**src/rtl/acc_pkg.sv**
```systemverilog
package acc_pkg;
  localparam int OPC_W = 5;

  typedef enum logic [OPC_W-1:0] {
    OP_CLR   = 5'h00,
    OP_INV   = 5'h01,
    OP_AND   = 5'h02,
    OP_OR    = 5'h03,
    OP_XOR   = 5'h04,
    OP_CCLR  = 5'h05,
    OP_CSET  = 5'h06,
    OP_CINV  = 5'h07,
    OP_IEN   = 5'h08,
    OP_IDIS  = 5'h09,
    OP_SHL   = 5'h0A,
    OP_SHR   = 5'h0B,
    OP_ASR   = 5'h0C,
    OP_ROTX  = 5'h0D,
    OP_INC   = 5'h0E,
    OP_DEC   = 5'h0F,
    OP_CMP   = 5'h10,
    OP_TST   = 5'h11
  } acc_op_e;
endpackage

```
**src/rtl/acc_alu.sv**
```systemverilog
module acc_alu
  import acc_pkg::*;
#(
  parameter int W = 16
) (
  input  logic             op_valid,
  input  logic [OPC_W-1:0] op_code,
  input  logic [W-1:0]     operand,
  input  logic [W-1:0]     acc,
  input  logic [W-1:0]     ext,
  input  logic             carry,
  output logic [W-1:0]     nxt_acc,
  output logic [W-1:0]     nxt_ext,
  output logic             nxt_carry,
  output logic             nxt_ie,
  output logic [W-1:0]     flag_src,
  output logic             acc_we,
  output logic             ext_we,
  output logic             carry_we,
  output logic             ie_we,
  output logic             flag_we,
  output logic             op_known
);
  localparam int WX = W + 1;

  function automatic logic [WX-1:0] f_inc(input logic [W-1:0] a);
    return {1'b0, a} + WX'(1);
  endfunction

  function automatic logic [WX-1:0] f_dec(input logic [W-1:0] a);
    return {1'b0, a} - WX'(1);
  endfunction

  function automatic logic [2*W-1:0] f_rot(input logic [W-1:0] hi, input logic [W-1:0] lo);
    return {lo[0], hi, lo[W-1:1]};
  endfunction

  logic [WX-1:0]  inc_r, dec_r;
  logic [2*W-1:0] rot_r;
  acc_op_e        op;

  assign inc_r = f_inc(acc);
  assign dec_r = f_dec(acc);
  assign rot_r = f_rot(acc, ext);
  assign op    = acc_op_e'(op_code);

  always_comb begin
    nxt_acc   = acc;
    nxt_ext   = ext;
    nxt_carry = carry;
    nxt_ie    = 1'b0;
    flag_src  = acc;
    acc_we    = 1'b0;
    ext_we    = 1'b0;
    carry_we  = 1'b0;
    ie_we     = 1'b0;
    flag_we   = 1'b0;
    op_known  = 1'b1;
    case (op)
      OP_CLR:  begin nxt_acc = '0;            acc_we = 1'b1; end
      OP_INV:  begin nxt_acc = ~acc;          acc_we = 1'b1; end
      OP_AND:  begin nxt_acc = acc & operand; acc_we = 1'b1; end
      OP_OR:   begin nxt_acc = acc | operand; acc_we = 1'b1; end
      OP_XOR:  begin nxt_acc = acc ^ operand; acc_we = 1'b1; end
      OP_CCLR: begin nxt_carry = 1'b0;   carry_we = 1'b1; end
      OP_CSET: begin nxt_carry = 1'b1;   carry_we = 1'b1; end
      OP_CINV: begin nxt_carry = ~carry; carry_we = 1'b1; end
      OP_IEN:  begin nxt_ie = 1'b1; ie_we = 1'b1; end
      OP_IDIS: begin nxt_ie = 1'b0; ie_we = 1'b1; end
      OP_SHL: begin
        nxt_acc = {acc[W-2:0], 1'b0}; nxt_carry = acc[W-1];
        acc_we = 1'b1; carry_we = 1'b1;
      end
      OP_SHR: begin
        nxt_acc = {1'b0, acc[W-1:1]}; nxt_carry = acc[0];
        acc_we = 1'b1; carry_we = 1'b1;
      end
      OP_ASR:  begin nxt_acc = {acc[W-1], acc[W-1:1]}; acc_we = 1'b1; end
      OP_ROTX: begin
        nxt_acc = rot_r[2*W-1:W]; nxt_ext = rot_r[W-1:0];
        acc_we = 1'b1; ext_we = 1'b1;
      end
      OP_INC: begin
        nxt_acc = inc_r[W-1:0]; nxt_carry = inc_r[W];
        acc_we = 1'b1; carry_we = 1'b1;
      end
      OP_DEC: begin
        nxt_acc = dec_r[W-1:0]; nxt_carry = dec_r[W];
        acc_we = 1'b1; carry_we = 1'b1;
      end
      OP_CMP: begin flag_src = acc - operand; flag_we = 1'b1; end
      OP_TST: begin flag_src = acc & operand; flag_we = 1'b1; end
      default: op_known = 1'b0;
    endcase
    if (acc_we) flag_src = nxt_acc;
    flag_we = flag_we | acc_we;
    if (!op_valid) begin
      acc_we = 1'b0; ext_we = 1'b0; carry_we = 1'b0;
      ie_we  = 1'b0; flag_we = 1'b0;
    end
  end
endmodule

```
**src/rtl/acc_regs.sv**
```systemverilog
module acc_regs #(
  parameter int W = 16
) (
  input  logic         clk,
  input  logic         rst_n,
  input  logic [W-1:0] nxt_acc,
  input  logic [W-1:0] nxt_ext,
  input  logic         nxt_carry,
  input  logic         nxt_ie,
  input  logic [W-1:0] flag_src,
  input  logic         acc_we,
  input  logic         ext_we,
  input  logic         carry_we,
  input  logic         ie_we,
  input  logic         flag_we,
  output logic [W-1:0] acc_q,
  output logic [W-1:0] ext_q,
  output logic         carry_q,
  output logic         zero_q,
  output logic         sign_q,
  output logic         ie_q
);
  always_ff @(posedge clk) begin
    if (!rst_n) begin
      acc_q   <= '0;
      ext_q   <= '0;
      carry_q <= 1'b0;
      zero_q  <= 1'b1;
      sign_q  <= 1'b0;
      ie_q    <= 1'b0;
    end else begin
      if (acc_we)   acc_q   <= nxt_acc;
      if (ext_we)   ext_q   <= nxt_ext;
      if (carry_we) carry_q <= nxt_carry;
      if (ie_we)    ie_q    <= nxt_ie;
      if (flag_we) begin
        zero_q <= (flag_src == '0);
        sign_q <= flag_src[W-1];
      end
    end
  end

  // flags follow the accumulator after every accumulator write
  a_r11_flags_follow_acc: assert property (@(posedge clk) disable iff (!rst_n)
    acc_we |=> (zero_q == (acc_q == '0)) && (sign_q == acc_q[W-1]));

  // interrupt enable moves only when its own operations ask for it
  a_r5_ie_hold: assert property (@(posedge clk) disable iff (!rst_n)
    !ie_we |=> $stable(ie_q));

  // extension register moves only on the rotate
  a_r11_ext_hold: assert property (@(posedge clk) disable iff (!rst_n)
    !ext_we |=> $stable(ext_q));
endmodule

```
**src/rtl/acc_exec_unit.sv**
```systemverilog
module acc_exec_unit
  import acc_pkg::*;
#(
  parameter int W = 16
) (
  input  logic             clk,
  input  logic             rst_n,
  input  logic             op_valid,
  input  logic [OPC_W-1:0] op_code,
  input  logic [W-1:0]     operand,
  output logic [W-1:0]     acc_q,
  output logic [W-1:0]     ext_q,
  output logic             carry_q,
  output logic             zero_q,
  output logic             sign_q,
  output logic             irq_en_q
);
  logic [W-1:0] nxt_acc, nxt_ext, flag_src;
  logic         nxt_carry, nxt_ie;
  logic         acc_we, ext_we, carry_we, ie_we, flag_we, op_known;

  acc_alu #(.W(W)) u_alu (
    .op_valid (op_valid), .op_code (op_code), .operand (operand),
    .acc (acc_q), .ext (ext_q), .carry (carry_q),
    .nxt_acc (nxt_acc), .nxt_ext (nxt_ext), .nxt_carry (nxt_carry),
    .nxt_ie (nxt_ie), .flag_src (flag_src),
    .acc_we (acc_we), .ext_we (ext_we), .carry_we (carry_we),
    .ie_we (ie_we), .flag_we (flag_we), .op_known (op_known)
  );

  acc_regs #(.W(W)) u_regs (
    .clk (clk), .rst_n (rst_n),
    .nxt_acc (nxt_acc), .nxt_ext (nxt_ext), .nxt_carry (nxt_carry),
    .nxt_ie (nxt_ie), .flag_src (flag_src),
    .acc_we (acc_we), .ext_we (ext_we), .carry_we (carry_we),
    .ie_we (ie_we), .flag_we (flag_we),
    .acc_q (acc_q), .ext_q (ext_q), .carry_q (carry_q),
    .zero_q (zero_q), .sign_q (sign_q), .ie_q (irq_en_q)
  );

  // idle cycles and unused codes change nothing
  a_r12_quiet: assert property (@(posedge clk) disable iff (!rst_n)
    (!op_valid || !op_known) |=> $stable(acc_q) && $stable(ext_q) && $stable(carry_q)
                                 && $stable(zero_q) && $stable(sign_q) && $stable(irq_en_q));

  // compare and test keep the accumulator and carry
  a_r10_cmp_keeps_acc: assert property (@(posedge clk) disable iff (!rst_n)
    (op_valid && (op_code == OP_CMP || op_code == OP_TST)) |=> $stable(acc_q) && $stable(carry_q));

  // clear-carry leaves carry low
  a_r4_carry_clear: assert property (@(posedge clk) disable iff (!rst_n)
    (op_valid && op_code == OP_CCLR) |=> !carry_q);

  // rotate moves accumulator bit 0 to the top of the extension
  a_r8_rot_link: assert property (@(posedge clk) disable iff (!rst_n)
    (op_valid && op_code == OP_ROTX) |=> (ext_q[W-1] == $past(acc_q[0])) && (acc_q[W-1] == $past(ext_q[0])));

  // arithmetic right shift keeps the sign bit
  a_r7_sign_kept: assert property (@(posedge clk) disable iff (!rst_n)
    (op_valid && op_code == OP_ASR) |=> (acc_q[W-1] == $past(acc_q[W-1])));
endmodule

```
**config.mk**
```make
export PLATFORM = sky130hd
export DESIGN_NAME = acc_exec_unit
export DESIGN_NICKNAME = d
export VERILOG_FILES = /design/src/rtl/acc_pkg.sv /design/src/rtl/acc_alu.sv /design/src/rtl/acc_regs.sv /design/src/rtl/acc_exec_unit.sv
export SDC_FILE = /design/constraint.sdc
export NUM_CORES = 1
export LEC_CHECK = 0
export BUFFER_PORTS_ARGS = -buffer_cell sky130_fd_sc_hd__buf_2
export CAP_MARGIN = 40
export CELL_PAD_IN_SITES_DETAIL_PLACEMENT = 0
export CELL_PAD_IN_SITES_GLOBAL_PLACEMENT = 2
export CORE_UTILIZATION = 37
export CTS_BUF_LIST = sky130_fd_sc_hd__clkbuf_4 sky130_fd_sc_hd__clkbuf_8 sky130_fd_sc_hd__clkbuf_16
export DETAILED_ROUTE_END_ITERATION = 12
export PLACE_DENSITY = 0.9
export SYNTH_ARGS = -nofsm -noshare
export SYNTH_HDL_FRONTEND = slang
export SYNTH_SLANG_ARGS = --single-unit
```
**constraint.sdc**
```tcl
create_clock -name clk -period 4.75 [get_ports clk]
set_clock_uncertainty 0.05 [all_clocks]
set_input_delay 0.7125 -clock clk [delete_from_list [all_inputs] [get_ports clk]]
set_output_delay 0.7125 -clock clk [all_outputs]
set_load 0.02 [all_outputs]
```
; Yosys cells after proc, flatten, opt, wreduce, memory -nomap -nowiden
; Cells that the tools add are included.
[word_totals]
memories = 0
reg_bits = 36
word_cells = 56
latchBits = 0
ram_bits = 0
rom_bits = 0
[classes]
shifts = 0
eq_ne = 17
n_mux = 15
div = 0
magnitude_cmp = 0
reduce_logical = 9
addsub = 3
bitwise_logic = 6
n_mul = 0
[op_table]
columns = cell, n
row1 = case mux 16 bit (11 select lines), 1
row2 = == test 5 x 4 -> 1 bit (second input constant), 8
row3 = case mux 16 bit (2 select lines), 1
row4 = == test 5 x 3 -> 1 bit (second input constant), 4
row5 = adder 16 x 1 -> 17 bit (second input constant), 1
row6 = subtractor 16 x 1 -> 17 bit (second input constant), 1
row7 = bitwise AND 16 bit, 1
row8 = logical NOT 16 bit, 1
row9 = two-way mux 16 bit, 1
row10 = NOT 16 bit, 1
row11 = bitwise OR 16 bit, 1
row12 = subtractor 16 bit, 1
row13 = XOR 16 bit, 1
row14 = two-way mux 1 bit, 11
row15 = OR reduction 11 bit, 1
row16 = == test 5 x 2 -> 1 bit (second input constant), 2
row17 = == test 5 bit (second input constant), 2
row18 = case mux 1 bit (7 select lines), 1
row19 = nonzero test 7 bit, 1
row20 = OR reduction 7 bit, 1
row21 = == test 5 x 1 -> 1 bit (second input constant), 1
row22 = logical NOT 5 bit, 1
row23 = AND reduction 2 bit, 2
row24 = OR reduction 2 bit, 2
row25 = other kinds (2), 2

; Depth between registers and ports, before layout
[logic_depth]
ltp_word = 5
ltp_mapped = 12
ltp_nobuf = 11

; Cells and area by module
; From an unflattened synthesis, not the netlist that was laid out.
[hier_totals]
hier_cells = 647
hier_area_um2 = 5013.6
[by_module_without_submodules]
columns = module, cells_per_inst, n_inst, area_per_inst_um2
row1 = acc_alu, 526, 1, 3584.7
row2 = acc_regs, 121, 1, 1428.9

; Worst setup path before layout
; No wires, ideal clock.
[synth_timing]
path_type = register to register
startpoint = reg u_regs.acc_q[0]
endpoint = reg u_regs.zero_q
n_path_buf = 1
setup_time_ns = 0.096
required_time_ns = 4.604
path_slack_ns = 1.426
t_arrival_ns = 3.178
period_less_slack_ns = 3.324
path_stages_with_launch = 13
cell_sequence = dfxtp_1 clkbuf_1 inv_1 ha_1 fa_1 nor2_1 o311ai_0 a2bb2oi_1 a21boi_1 a2111o_1 a2111oi_2 o32ai_1 o41ai_2
[synth_via]
elab_chain_cells = 4
elab_cells_between_ends = 11
cone_classes = add/sub (3) / mux (3) / bitwise (4) / reduce/logical (1)
[synth_lines]
columns = item, line
row1 = from (decl), acc_regs.sv:16  ; output logic [W-1:0] acc_q,
row2 = from (signal assigned), acc_regs.sv:32  ; if (acc_we) acc_q <= nxt_acc;
row3 = "subtractor 16 x 1 -> 17 bit, or another cell as far along", acc_alu.sv:31  ; return {1'b0, a} - WX'(1);
row4 = case mux 16 bit (11 select lines) or case mux 16 bit (2 select lines) (tied branches), acc_alu.sv:59  ; case (op)
row5 = two-way mux 16 bit (*), acc_alu.sv:95  ; if (acc_we) flag_src = nxt_acc;
row6 = logical NOT 16 bit (*), acc_regs.sv:37  ; zero_q <= (flag_src == '0);
row7 = to (signal assigned), acc_regs.sv:37
row8 = to (decl), acc_regs.sv:19  ; output logic zero_q,
; Every way passes the cells marked *; elsewhere a longest branch is shown, timed or not.
; A chain may end at the register's enable or synchronous reset.

; Worst setup path after layout
[layout_timing]
startpoint = reg u_regs.acc_q[1]
endpoint = reg u_regs.zero_q
; Same word-level chain as after synthesis.

==> metrics.md <==
| Metric | Value |
|---|---|
| Number of nets with antenna violations after routing | `0` |
| Post-CTS Hold Fix Bufs | `0` |
| Total negative slack for setup checks | `0 ns` |
| Detailed Route Iter0 Violations | `580` |
| Clk root buf | `sky130_fd_sc_hd__clkbuf_16` |
| Max-Slew Margin vs Limit | `39.6%` |
| Switching power as a share of total power | `40.1%` |
| Number of nets in the synthesized netlist | `686` |
| Cells along the critical path | `inv_1 -> fa_1 -> nor2_1 -> o311ai_0 -> a2bb2oi_1 -> a21boi_1 -> a2111o_1 -> a2111oi_2 -> o32ai_1 -> o41ai_2` |
| Ratio of total power to cell area | `216 mW/mm2` |
| Switching power total | `0.000436 W` |
| Final Cycle Share | `75.4%` |
| Largest family of logic cells by synthesized area | `compound AO/OA/AOI/OAI gates` |
| Initial cell density of the core | `37.9%` |
| Placement row count | `40` |
| Avg Synthesized Cell Area | `7.40 um2` |
| Yosys Warn Count | `0` |
| Post-synth cell types | `89` |
| CP max stage cell | `sky130_fd_sc_hd__dfxtp_1` |
| Async SR Flop Fraction | `0%` |
| Clock tree from TritonCTS | `yes` |
| CTS resizes | `0` |
| Instance count of the mapped netlist | `612` |
| Number of DRC violations after detailed routing | `0` |
| Worst Reg2Reg Path Length in Cells | `10` |
| PortBufs | `59` |
| Area of the mapped netlist | `0.00453 mm2` |
| Number of fill cells | `1258` |
| Max frequency | `279 MHz` |
| Total of flip-flops plus latches after synthesis | `36` |
| Required time of the critical path | `4.91 ns` |
| Total wire length after detailed routing | `16.6 mm` |
| Ant. Diodes | `0` |
| Type of the tightest min-delay check | `flip-flop to flip-flop` |
| Detailed Routing Iterations Pass 1 | `7` |
| Die Span X | `113 um` |
| Antenna violations before repair | `0` |
| Number of top-level design ports | `60` |
| Total die area | `0.0127 mm2` |
| Share of synthesized area occupied by flip-flops and latches | `15.9%` |
| Routed wire per std cell | `21.0 um` |
| Endpoints failing setup | `0` |
| Logic gate share of total power | `36.2%` |
| Critical Setup Path Class | `flip-flop to flip-flop` |
| Cts bufs inserted | `5` |
| Most common cell after layout, fill and taps aside | `sky130_fd_sc_hd__buf_2` |
| Source-to-sink clock delay at the later pin of the worst-skew pair | `0.30 ns` |
| Worst-path clk slew | `0.07 ns` |
| Worst VDD drop | `0.185 mV` |
| Adder-cell share of the synthesized area | `14.0%` |
| Part of the power in registers | `31.4%` |
| Result of the run | `finished clean` |
| Fin cells | `793` |
| Count of flip-flops with a built-in enable after synthesis | `0` |
| Number of setup buffers added after CTS | `0` |
| Post-synthesis compound-gate area fraction | `30.5%` |
| Xor and xnor area share after synthesis | `2.13%` |
| Worst-case clock buffer depth | `2` |
| Placed Cells incl. Taps | `785` |
| Clock H-tree levels | `2` |
| Num Clock Sinks | `36` |
| Total count of max-transition violations in the final report | `0` |
| Arrival @ worst endpoint | `3.74 ns` |
| Share of layout cells above drive strength 1 | `15.6%` |
| Largest net degree at the start of global routing | `36` |
| Endpoint kind of the worst setup timing path | `flip-flop` |
| Worst Tran Pin Value | `0.904 ns` |
| Most used flip-flop cell after synthesis | `sky130_fd_sc_hd__dfxtp_1` |
| Min-Delay Path Depth | `2` |
| Global-route wire length before repair | `25.9 mm` |
| Final GP Congestion | `0.936` |
| Min Tclk post-route | `3.58 ns` |
| Final HPWL from detailed placement | `12.2 mm` |
| Via Count | `5118` |
| Unrepaired setup endpoints after global routing | `no` |
| Vertical die dimension | `113 um` |
| Total congestion overflow | `0` |
| Power share of the clock group | `32.4%` |
| Max FO, Critical Path | `15` |
| Hold Vio Cnt, Final | `0` |
| Core Area | `0.0120 mm2` |
| Top library cells by usage in the layout, fill and taps aside | `sky130_fd_sc_hd__buf_2, sky130_fd_sc_hd__nand2_1, sky130_fd_sc_hd__nor2_1` |
| Number of nets at the end of the flow | `719` |
| Delay of the slowest cell on the worst path | `0.70 ns` |
| Overall routing resource usage | `26.2%` |
| Simple-gate share of the synthesized area | `28.0%` |
| Worst Setup Start Kind | `flip-flop` |
| Area Growth Syn to Fin | `11.2%` |
| Via count of the first global-routing pass | `4665` |
| Number of vias per cell | `6.45` |
| Max-Cap Viols | `0` |
| Multiplexer fraction of the synthesized cell area | `1.33%` |
| Leakage power | `2.06 nW` |
| Cell internal pwr | `0.000650 W` |
[final timing paths]
check	slack, ns	start	end
hold reg to reg	0.41	u_regs.sign_q	u_regs.sign_q
hold / removal	0.41	u_regs.sign_q	u_regs.sign_q
setup / recovery	1.17	u_regs.acc_q[1]	u_regs.zero_q
setup reg to reg	1.17	u_regs.acc_q[1]	u_regs.zero_q
[final cells by class]
cell class | count | area (um2) | area share (%)
Multi-Input combinational cell | 489 | 3450 | 68.5
Sequential cell | 36 | 721 | 14.3
Timing Repair Buffer | 69 | 368 | 7.31
Tap cell | 147 | 184 | 3.65
Inverter | 44 | 165 | 3.28
Clock buffer | 5 | 125 | 2.49
Clock inverter | 3 | 23.8 | 0.472
[cells in the mapped netlist, drive strengths merged, types with 5 or more instances]
master | n | area (um2)
mux2i | 6 | 60.1
a2111oi | 6 | 77.6
ha | 49 | 613
buf | 15 | 93.8
inv | 43 | 161
or3 | 6 | 37.5
and2 | 6 | 37.5
nor4 | 16 | 121
xnor2 | 9 | 78.8
dfxtp | 36 | 721
nand3 | 17 | 85.1
a221o | 7 | 70.1
nand2 | 54 | 203
a211oi | 17 | 133
o311a | 5 | 50.1
and3 | 6 | 37.5
nand4 | 10 | 62.6
nand2b | 9 | 56.3
or4 | 6 | 48.8
o31ai | 7 | 57.6
clkbuf | 28 | 106
and4 | 7 | 61.3
nor2b | 12 | 75.1
nor2 | 56 | 218
a31oi | 9 | 56.3
o21ai | 30 | 150
a21oi | 35 | 175
nor3 | 16 | 90.1
a221oi | 10 | 87.6
[flip-flops by register name, summed over array words and instances, names as in the netlist]
name	cells
u_regs.ext_q	16
u_regs.acc_q	16
u_regs.zero_q	1
u_regs.ie_q	1
u_regs.carry_q	1
u_regs.sign_q	1
[cells by family after synthesis]
family | count (synthesis)
buf+inv | 87
fa+ha+maj | 50
flops | 36
simple gates | 237
mux | 6
xor+xnor | 11
compound gates | 185
[critical path: cells and delay by family, from the launching register on]
family	cells	cell delay, ns
and+or+nand+nor	1	0.20
buffers and inverters	1	0.25
DFF	1	0.70
AOI/OAI and AO/OA	7	1.82
adders and majority gates	1	0.47
[power groups by stage]
stage          registers [W]  logic (W)  clock network [W]
4_1_cts             0.000340   0.000385           0.000352
6_report            0.000341   0.000393           0.000352
3_5_place_dp        0.000347   0.000382                  0
5_1_grt             0.000343   0.000427           0.000360
3_3_place_gp        0.000347   0.000384                  0
2_1_floorplan       0.000344   0.000274                  0
[through the flow]
stage	instance area (um2)	hold WS, ns	util [%]	setup slack (ns)	total power (W)
2_1_floorplan	4530	0.485	-	1.43	0.000619
3_3_place_gp	4870	0.398	40.7	1.21	0.000731
3_5_place_dp	4880	0.400	40.8	1.15	0.000729
4_1_cts	5030	0.415	42.1	1.20	0.00108
5_1_grt	5030	0.436	42.1	0.913	0.00113
6_report	5030	0.415	42.1	1.17	0.00109
[layer usage]
| metal | track usage, % | wire, um | vias up |
|---|---|---|---|
| met1 | 36.0 | 7370 | 2410 |
| met3 | 3.94 | 1400 | 56 |
| li1 | - | - | 2368 |
| met2 | 40.2 | 7240 | 284 |
| met4 | 11.9 | 629 | 0 |
| met5 | 0 | 0 | - |
Note: power is estimated with default switching activity, not from simulation.
